## src/rtl/ecc_log_pkg.sv

```systemverilog
package ecc_log_pkg;
  typedef enum logic [1:0] {
    ECC_NONE = 2'b00,
    ECC_SBE  = 2'b01,
    ECC_MBE  = 2'b10,
    ECC_RSVD = 2'b11
  } ecc_kind_e;

  localparam int unsigned N_CLASS = 2;
  localparam int unsigned CLS_SBE = 0;
  localparam int unsigned CLS_MBE = 1;
endpackage

```

## src/rtl/ecc_class_status.sv

```systemverilog
module ecc_class_status #(
  parameter int unsigned ROW_W = 3
) (
  input  logic             clk,
  input  logic             rst_n,
  input  logic             set_i,
  input  logic             clr_i,
  input  logic [ROW_W-1:0] row_i,
  output logic             flag_o,
  output logic [ROW_W-1:0] row_o
);
  logic capture;
  assign capture = set_i && (!flag_o || clr_i);

  always_ff @(posedge clk or negedge rst_n) begin
    if (!rst_n) begin
      flag_o <= 1'b0;
      row_o  <= '0;
    end else begin
      if (capture) row_o <= row_i;
      if (set_i)       flag_o <= 1'b1;
      else if (clr_i)  flag_o <= 1'b0;
    end
  end

  p_set_flag_r2: assert property (@(posedge clk) disable iff (!rst_n)
    set_i |=> flag_o);
  p_hold_row_r4: assert property (@(posedge clk) disable iff (!rst_n)
    (flag_o && !clr_i) |=> $stable(row_o));
  p_clear_r5: assert property (@(posedge clk) disable iff (!rst_n)
    (clr_i && !set_i) |=> !flag_o);
endmodule

```

## src/rtl/ecc_scrub_req.sv

```systemverilog
module ecc_scrub_req #(
  parameter int unsigned ADDR_W = 32,
  parameter int unsigned WORD_W = 72
) (
  input  logic              clk,
  input  logic              rst_n,
  input  logic              req_i,
  input  logic [ADDR_W-1:0] addr_i,
  input  logic [WORD_W-1:0] word_i,
  output logic              valid_o,
  input  logic              ready_i,
  output logic [ADDR_W-1:0] addr_o,
  output logic [WORD_W-1:0] word_o
);
  always_ff @(posedge clk or negedge rst_n) begin
    if (!rst_n) begin
      valid_o <= 1'b0;
      addr_o  <= '0;
      word_o  <= '0;
    end else if (valid_o) begin
      if (ready_i) valid_o <= 1'b0;
    end else if (req_i) begin
      valid_o <= 1'b1;
      addr_o  <= addr_i;
      word_o  <= word_i;
    end
  end

  p_hold_req_r7: assert property (@(posedge clk) disable iff (!rst_n)
    (valid_o && !ready_i) |=> (valid_o && $stable(addr_o) && $stable(word_o)));
  p_no_queue_r8: assert property (@(posedge clk) disable iff (!rst_n)
    (valid_o && ready_i) |=> !valid_o);
endmodule

```

## src/rtl/ecc_serr_gen.sv

```systemverilog
module ecc_serr_gen
  import ecc_log_pkg::*;
(
  input  logic               clk,
  input  logic               rst_n,
  input  logic [N_CLASS-1:0] ev_i,
  input  logic [N_CLASS-1:0] cmd_i,
  output logic               serr_n_o
);
  always_ff @(posedge clk or negedge rst_n) begin
    if (!rst_n) serr_n_o <= 1'b1;
    else        serr_n_o <= ~|(ev_i & cmd_i);
  end
endmodule

```

## src/rtl/ecc_err_logger.sv

```systemverilog
module ecc_err_logger
  import ecc_log_pkg::*;
#(
  parameter int unsigned DATA_W = 64,
  parameter int unsigned CHK_W  = 8,
  parameter int unsigned ROW_W  = 3,
  parameter int unsigned ADDR_W = 32
) (
  input  logic                    clk,
  input  logic                    rst_n,
  input  logic                    init_mode_i,
  input  logic                    rd_valid_i,
  input  logic [1:0]              rd_kind_i,
  input  logic [ROW_W-1:0]        rd_row_i,
  input  logic [ADDR_W-1:0]       rd_addr_i,
  input  logic [DATA_W-1:0]       rd_data_i,
  input  logic [CHK_W-1:0]        rd_check_i,
  output logic                    scrub_valid_o,
  input  logic                    scrub_ready_i,
  output logic [ADDR_W-1:0]       scrub_addr_o,
  output logic [DATA_W+CHK_W-1:0] scrub_word_o,
  input  logic                    cmd_wr_en_i,
  input  logic [1:0]              cmd_wr_data_i,
  output logic [1:0]              cmd_o,
  input  logic                    sts_clr_en_i,
  input  logic [1:0]              sts_clr_mask_i,
  output logic                    sbe_flag_o,
  output logic [ROW_W-1:0]        sbe_row_o,
  output logic                    mbe_flag_o,
  output logic [ROW_W-1:0]        mbe_row_o,
  output logic                    serr_n_o
);
  localparam int unsigned WORD_W = DATA_W + CHK_W;

  logic                          rpt_ok;
  logic [N_CLASS-1:0]            ev;
  logic [N_CLASS-1:0]            clr;
  logic [N_CLASS-1:0]            flag;
  logic [N_CLASS-1:0][ROW_W-1:0] row;

  assign rpt_ok       = rd_valid_i && !init_mode_i;
  assign ev[CLS_SBE]  = rpt_ok && (rd_kind_i == ECC_SBE);
  assign ev[CLS_MBE]  = rpt_ok && (rd_kind_i == ECC_MBE);
  assign clr          = sts_clr_en_i ? sts_clr_mask_i : '0;

  for (genvar c = 0; c < N_CLASS; c++) begin : g_class
    ecc_class_status #(.ROW_W(ROW_W)) u_status (
      .clk    (clk),
      .rst_n  (rst_n),
      .set_i  (ev[c]),
      .clr_i  (clr[c]),
      .row_i  (rd_row_i),
      .flag_o (flag[c]),
      .row_o  (row[c])
    );
  end

  assign sbe_flag_o = flag[CLS_SBE];
  assign mbe_flag_o = flag[CLS_MBE];
  assign sbe_row_o  = row[CLS_SBE];
  assign mbe_row_o  = row[CLS_MBE];

  always_ff @(posedge clk or negedge rst_n) begin
    if (!rst_n)           cmd_o <= '0;
    else if (cmd_wr_en_i) cmd_o <= cmd_wr_data_i;
  end

  ecc_scrub_req #(.ADDR_W(ADDR_W), .WORD_W(WORD_W)) u_scrub (
    .clk     (clk),
    .rst_n   (rst_n),
    .req_i   (ev[CLS_SBE]),
    .addr_i  (rd_addr_i),
    .word_i  ({rd_check_i, rd_data_i}),
    .valid_o (scrub_valid_o),
    .ready_i (scrub_ready_i),
    .addr_o  (scrub_addr_o),
    .word_o  (scrub_word_o)
  );

  ecc_serr_gen u_serr (
    .clk      (clk),
    .rst_n    (rst_n),
    .ev_i     (ev),
    .cmd_i    (cmd_o),
    .serr_n_o (serr_n_o)
  );

  p_mbe_signal_r9: assert property (@(posedge clk) disable iff (!rst_n)
    (rd_valid_i && !init_mode_i && rd_kind_i == 2'b10 && cmd_o[1]) |=> !serr_n_o);
  p_init_quiet_r11: assert property (@(posedge clk) disable iff (!rst_n)
    init_mode_i |=> serr_n_o);
  p_init_noflag_r11: assert property (@(posedge clk) disable iff (!rst_n)
    (init_mode_i && !sts_clr_en_i) |=> ($stable(sbe_flag_o) && $stable(mbe_flag_o)));
  p_cmd_load_r12: assert property (@(posedge clk) disable iff (!rst_n)
    cmd_wr_en_i |=> (cmd_o == $past(cmd_wr_data_i)));
endmodule

```

## config.mk

```make
export PLATFORM = sky130hd
export DESIGN_NAME = ecc_err_logger
export DESIGN_NICKNAME = d
export VERILOG_FILES = /design/src/rtl/ecc_log_pkg.sv /design/src/rtl/ecc_class_status.sv /design/src/rtl/ecc_scrub_req.sv /design/src/rtl/ecc_serr_gen.sv /design/src/rtl/ecc_err_logger.sv
export SDC_FILE = /design/constraint.sdc
export NUM_CORES = 1
export LEC_CHECK = 0
export BUFFER_PORTS_ARGS = -buffer_cell sky130_fd_sc_hd__buf_2
export CAP_MARGIN = 20
export CORE_MARGIN = 5
export CORE_UTILIZATION = 25
export CTS_CLUSTER_DIAMETER = 150
export DETAILED_ROUTE_END_ITERATION = 6
export GPL_TIMING_DRIVEN = 0
export MAX_ROUTING_LAYER = met4
export PLACE_DENSITY_LB_ADDON = 0.2
export SKIP_LAST_GASP = 1
export SYNTH_ARGS = -nofsm -noshare
export SYNTH_HDL_FRONTEND = slang
export SYNTH_SLANG_ARGS = --single-unit
export TNS_END_PERCENT = 50
```

## constraint.sdc

```tcl
create_clock -name clk -period 1.5 [get_ports clk]
set_input_delay 0.225 -clock clk [delete_from_list [all_inputs] [get_ports clk]]
set_output_delay 0.225 -clock clk [all_outputs]
set_load 0.02 [all_outputs]
```

* Word-level counts from Yosys, hierarchy flattened
Index checks and enable logic that the tools add are counted.
Storage, ports and cells: flip-flop bits (word level) 116, bits of input ports 120, output and inout port bits 116, logic and storage cells 36
Operators by class: equality and inequality tests 2, muxes and demuxes 8, bitwise operators 2, reduce and logical (&&, ||, !) cells 15
Operators with widths (count):
- $mux 1 | 7
- $logic_and 1x1->1 | 5
- $logic_not 1->1 | 4
- $reduce_bool 2->1 | 2
- $and 2x2->2 | 1
- $eq 2x1->1 const B | 1
- $eq 2x2->1 const B | 1
- $logic_or 1x1->1 | 2
- $mux 2 | 1
- $reduce_and 2->1 | 1
- $reduce_or 2->1 | 1
- $not 1->1 | 1

* Longest topological paths before layout
depth after elaboration 6, gate-level depth with buffers 5, mapped depth without buffers 3

* Modules after synthesis
A second synthesis with hierarchy kept.
Second synthesis, totals: cells, all modules 254, area, all modules 4732.0 um^2
Modules (own cells, without submodules):
- ecc_scrub_req | times used 1, cells an instance 224, area each 4220.3 um^2, sequential area each 2627.5 um^2
- ecc_class_status | times used 2, cells an instance 10, area each 177.7 um^2, sequential area each 100.1 um^2
- ecc_err_logger | times used 1, cells an instance 8, area each 117.6 um^2, sequential area each 50.0 um^2
- ecc_serr_gen | times used 1, cells an instance 2, area each 38.8 um^2, sequential area each 26.3 um^2

* Least setup slack after synthesis
No wires, ideal clock.
kind reg2reg, start register u_scrub.valid_o, end register u_scrub.addr_o[23], setup time 127 ps, arrival time 1283 ps, data required time 1373 ps, setup slack 89 ps, cell stages (with the launch flop) 5, path buffers 2, period minus slack after synthesis 1411 ps, cells stage by stage dfrtp_1 -> nor2_4 -> buf_4 -> buf_6 -> mux2_1
On the way: longest elaborated chain between the ends 2
RTL lines:
- start: declaration | line ecc_scrub_req.sv:10 | output logic valid_o,
- start signal: assignment | line ecc_scrub_req.sv:17 | valid_o <= 1'b0;
- start signal: assignment | line ecc_scrub_req.sv:21 | if (ready_i) valid_o <= 1'b0;
- start signal: assignment | line ecc_scrub_req.sv:23 | valid_o <= 1'b1;
- $not 1->1 (no source line)
- $reduce_and 2->1 (no source line)
- end signal: assignment | line ecc_scrub_req.sv:24 | addr_o <= addr_i;
- end: declaration | line ecc_scrub_req.sv:12 | output logic [ADDR_W-1:0] addr_o,
No other way between the ends. A chain may end at the register's enable or synchronous reset.

* Worst setup path in the final report
start register u_scrub.valid_o, end register u_scrub.word_o[17]
On the way: longest elaborated chain between the ends 2
RTL lines:
- $not 1->1 (no source line)
- $reduce_and 2->1 (no source line)
- end signal: assignment | line ecc_scrub_req.sv:25 | word_o <= word_i;
- end: declaration | line ecc_scrub_req.sv:13 | output logic [WORD_W-1:0] word_o
No other way between the ends.

==> impl_metrics.json <==
{
  "grt_usage": 0.1138,
  "vias": 2994,
  "setup_viol": 0,
  "place_hpwl_um": 8362,
  "peakVddDrop_mv": 0.6956,
  "clkTransAtPathRegs_ns": 0.05,
  "p_leak_nw": 3.245,
  "drv_cap": 0,
  "total_power_w": 0.01091,
  "power_density_nw_per_um2": 1684,
  "end_kind": "flip-flop",
  "grt_pass1_vias": 3378,
  "synthCells": 254,
  "antenna_found_initial": 0,
  "power.share.sequential": 0.384,
  "min_path_type": "in -> reg",
  "initial_core_util": 0.2534,
  "wl_per_cell_um": 14.56,
  "cts.path.max_buffers": 2,
  "synth_enable_flop_cells": 0,
  "routed_wl_um": 10880,
  "r2r-end": "u_scrub.word_o[17]",
  "drcViolationCount": 0,
  "rr_startpoint": "u_scrub.valid_o",
  "chipWidth_um": 142.2,
  "nets": 631,
  "pre_cts_ws_ns": -0.2429,
  "dieArea_um2": 20220,
  "core_area_um2": 17240,
  "synth_nets": 374,
  "p_clk_frac": 0.373,
  "grt_max_degree": 69,
  "hold_violations": 0,
  "p_sw_w": 0.003209,
  "grt_setup_unrepaired": "false",
  "pin_count": 236,
  "ff2ff_setup_slack_ns": 0.09,
  "fp-row-count": 48,
  "yosysTopAreaCell": "dfrtp_1",
  "clock-root-buffer": "clkbuf_16",
  "tritoncts": "done",
  "postCtsSetupBuffers": 0,
  "switching_share": 0.2940,
  "drv_slew": 0,
  "clk_latency_ns": 0.41,
  "avgSynthCellArea_um2": 17.20,
  "cts_buffers": 17,
  "antenna_left": 0,
  "cts.sinks": 116,
  "layout-drive-gt1-share": 0.6264,
  "n_antenna_cell": 0,
  "combPwrFrac": 0.243,
  "reg2regPathDepth": 4,
  "synth_top_cell_area_share": 0.6588,
  "grt_overflow": 0,
  "critical_path_required_ns": 1.78,
  "tightest_slew_ns": 0.4723,
  "max_freq_mhz": 707.9,
  "ys_seq_area_frac": 0.6649,
  "synth.top_cells.by_area": "dfrtp_1 66%, mux2_1 15%, mux2_2 13%, buf_6 1.5%, nand4bb_4 0.63%",
  "globalplace.congestion": 0.7151,
  "startpoint": "u_scrub.valid_o",
  "netlist_area_um2": 4368,
  "cts_max_level": 4,
  "outcome": "complete, no violations",
  "grt_pass1_wl_um": 17440,
  "cp_max_fo": 10,
  "synth-main-ff-cell": "dfrtp_1",
  "port_buffers": 235,
  "ys_ff_latch": 116,
  "yosys_warnings": 0,
  "cp-start-kind": "flip-flop",
  "internal_power_w": 0.007706,
  "drtIter0Drc": 34,
  "vias_per_cell": 4.008,
  "min_period_ns": 1.413,
  "firstDrtPassIters": 3,
  "yosysMostFrequentCell": "dfrtp_1",
  "worstPathArrival_ns": 1.69,
  "clock_skew_ns": 0.006554,
  "synthArstFlopShare": 1.000,
  "synth_cell_types": 15,
  "slew_headroom": 0.6851,
  "area_growth_pct": 48.38,
  "crit_end": "u_scrub.word_o[17]",
  "die_y_um": 142.2,
  "fin_ws_ns": 0.08731,
  "period_share": 0.9418,
  "path_class": "reg -> reg",
  "synthTopCellsByCount": "115 x dfrtp_1, 60 x mux2_1, 52 x mux2_2"
}
==> area by class of cell <==
class / instances / area (um^2)
Clock inverter: 4 / 95.09
Sequential cell: 116 / 2904
Timing Repair Buffer: 238 / 1230
Buffer: 11 / 102.6
Multi-Input combinational cell: 125 / 1361
Inverter: 2 / 7.507
Fill cell: 1700 / 10760
Clock buffer: 26 / 499.2
Tap cell: 225 / 281.5
==> metrics by stage <==
stage | instances | setup TNS, ns | instance area [um^2] | hold slack (ns) | util
CTS | 747 | 0 | 6477 | 0.009413 | 0.3758
global placement | 714 | -157.49 | 5826 | 0.4035 | 0.3380
detailed placement | 715 | -17.09 | 5859 | 0.1866 | 0.3399
floorplan | 254 | 0 | 4368 | -0.07059 | -
global route | 747 | 0 | 6481 | 0.01491 | 0.3760
finish | 747 | 0 | 6481 | 0.03430 | 0.3760
==> repair_timing <==
item	in CTS	in global routing
pin swaps	0	1
gates resized for setup	1	1
endpoints found under the hold margin	49	0
endpoints found under the setup margin	60	56
hold buffers	2	0
==> worst min path at each step <==
stage,start,to,slack [ns],cells after the start
floorplan,rst_n,cmd_o[0],-0.07,0
global placement,scrub_ready_i,u_scrub.valid_o,0.40,2
detailed placement,rst_n,cmd_o[0],0.19,1
CTS,rd_addr_i[24],u_scrub.addr_o[24],0.009,2
global route,rd_addr_i[24],u_scrub.addr_o[24],0.01,2
finish,rd_data_i[32],u_scrub.word_o[32],0.03,2
==> sequential cells by signal, indices dropped and copies added, names as in the netlist <==
name                     flops
u_scrub.word_o              72
u_scrub.addr_o              32
g_class.u_status.row_o       6
cmd_o                        2
g_class.u_status.flag_o      2
u_scrub.valid_o              1
u_serr.serr_n_o              1
==> logic make-up after synthesis <==
| group | after synthesis | share of synthesized area |
|---|---|---|
| muxes | 113 | 0.2910 |
| buffers and inverters | 13 | 0.02349 |
| DFF | 116 | 0.6649 |
| and+or+nand+nor | 9 | 0.01661 |
| AOI/OAI and AO/OA | 3 | 0.004011 |
==> worst max-delay path, stage by stage (launching register included) <==
cell     delay (ns)
dfrtp_1        0.43
nor2_4         0.17
buf_8          0.18
buf_6          0.16
mux2_1         0.33
==> power by group through the flow <==
stage               clock network, W  logic [W]  registers (W)
CTS                          0.00422    0.00271        0.00420
global placement                   0    0.00267        0.00421
global route                 0.00437    0.00286        0.00429
detailed placement                 0    0.00271        0.00423
finish                       0.00407    0.00265        0.00419
floorplan                          0   0.000597        0.00516
==> cells in the final DEF, fill, tap and decap left out <==
master         count
a21oi_1            2
a22oi_1            1
buf_16             1
buf_2            238
buf_6              7
buf_8              1
bufinv_16          3
clkbuf_1           5
clkbuf_16         17
clkbuf_8           4
clkinv_2           1
dfrtp_1          115
dfstp_2            1
dlygate4sd3_1      2
inv_1              2
mux2_1            60
mux2_2            52
mux2i_1            1
nand2_1            6
nand4bb_1          1
nand4bb_4          1
nor2_4             1
==> metal layers <==
layer,vias up,track usage,routed length (um)
li1,1417,-,-
met1,1417,0.1407,4662
met2,149,0.1692,5009
met3,11,0.04772,1091
met4,0,0.03636,115
met5,-,-,0
Note: power is estimated with default switching activity, not from simulation.
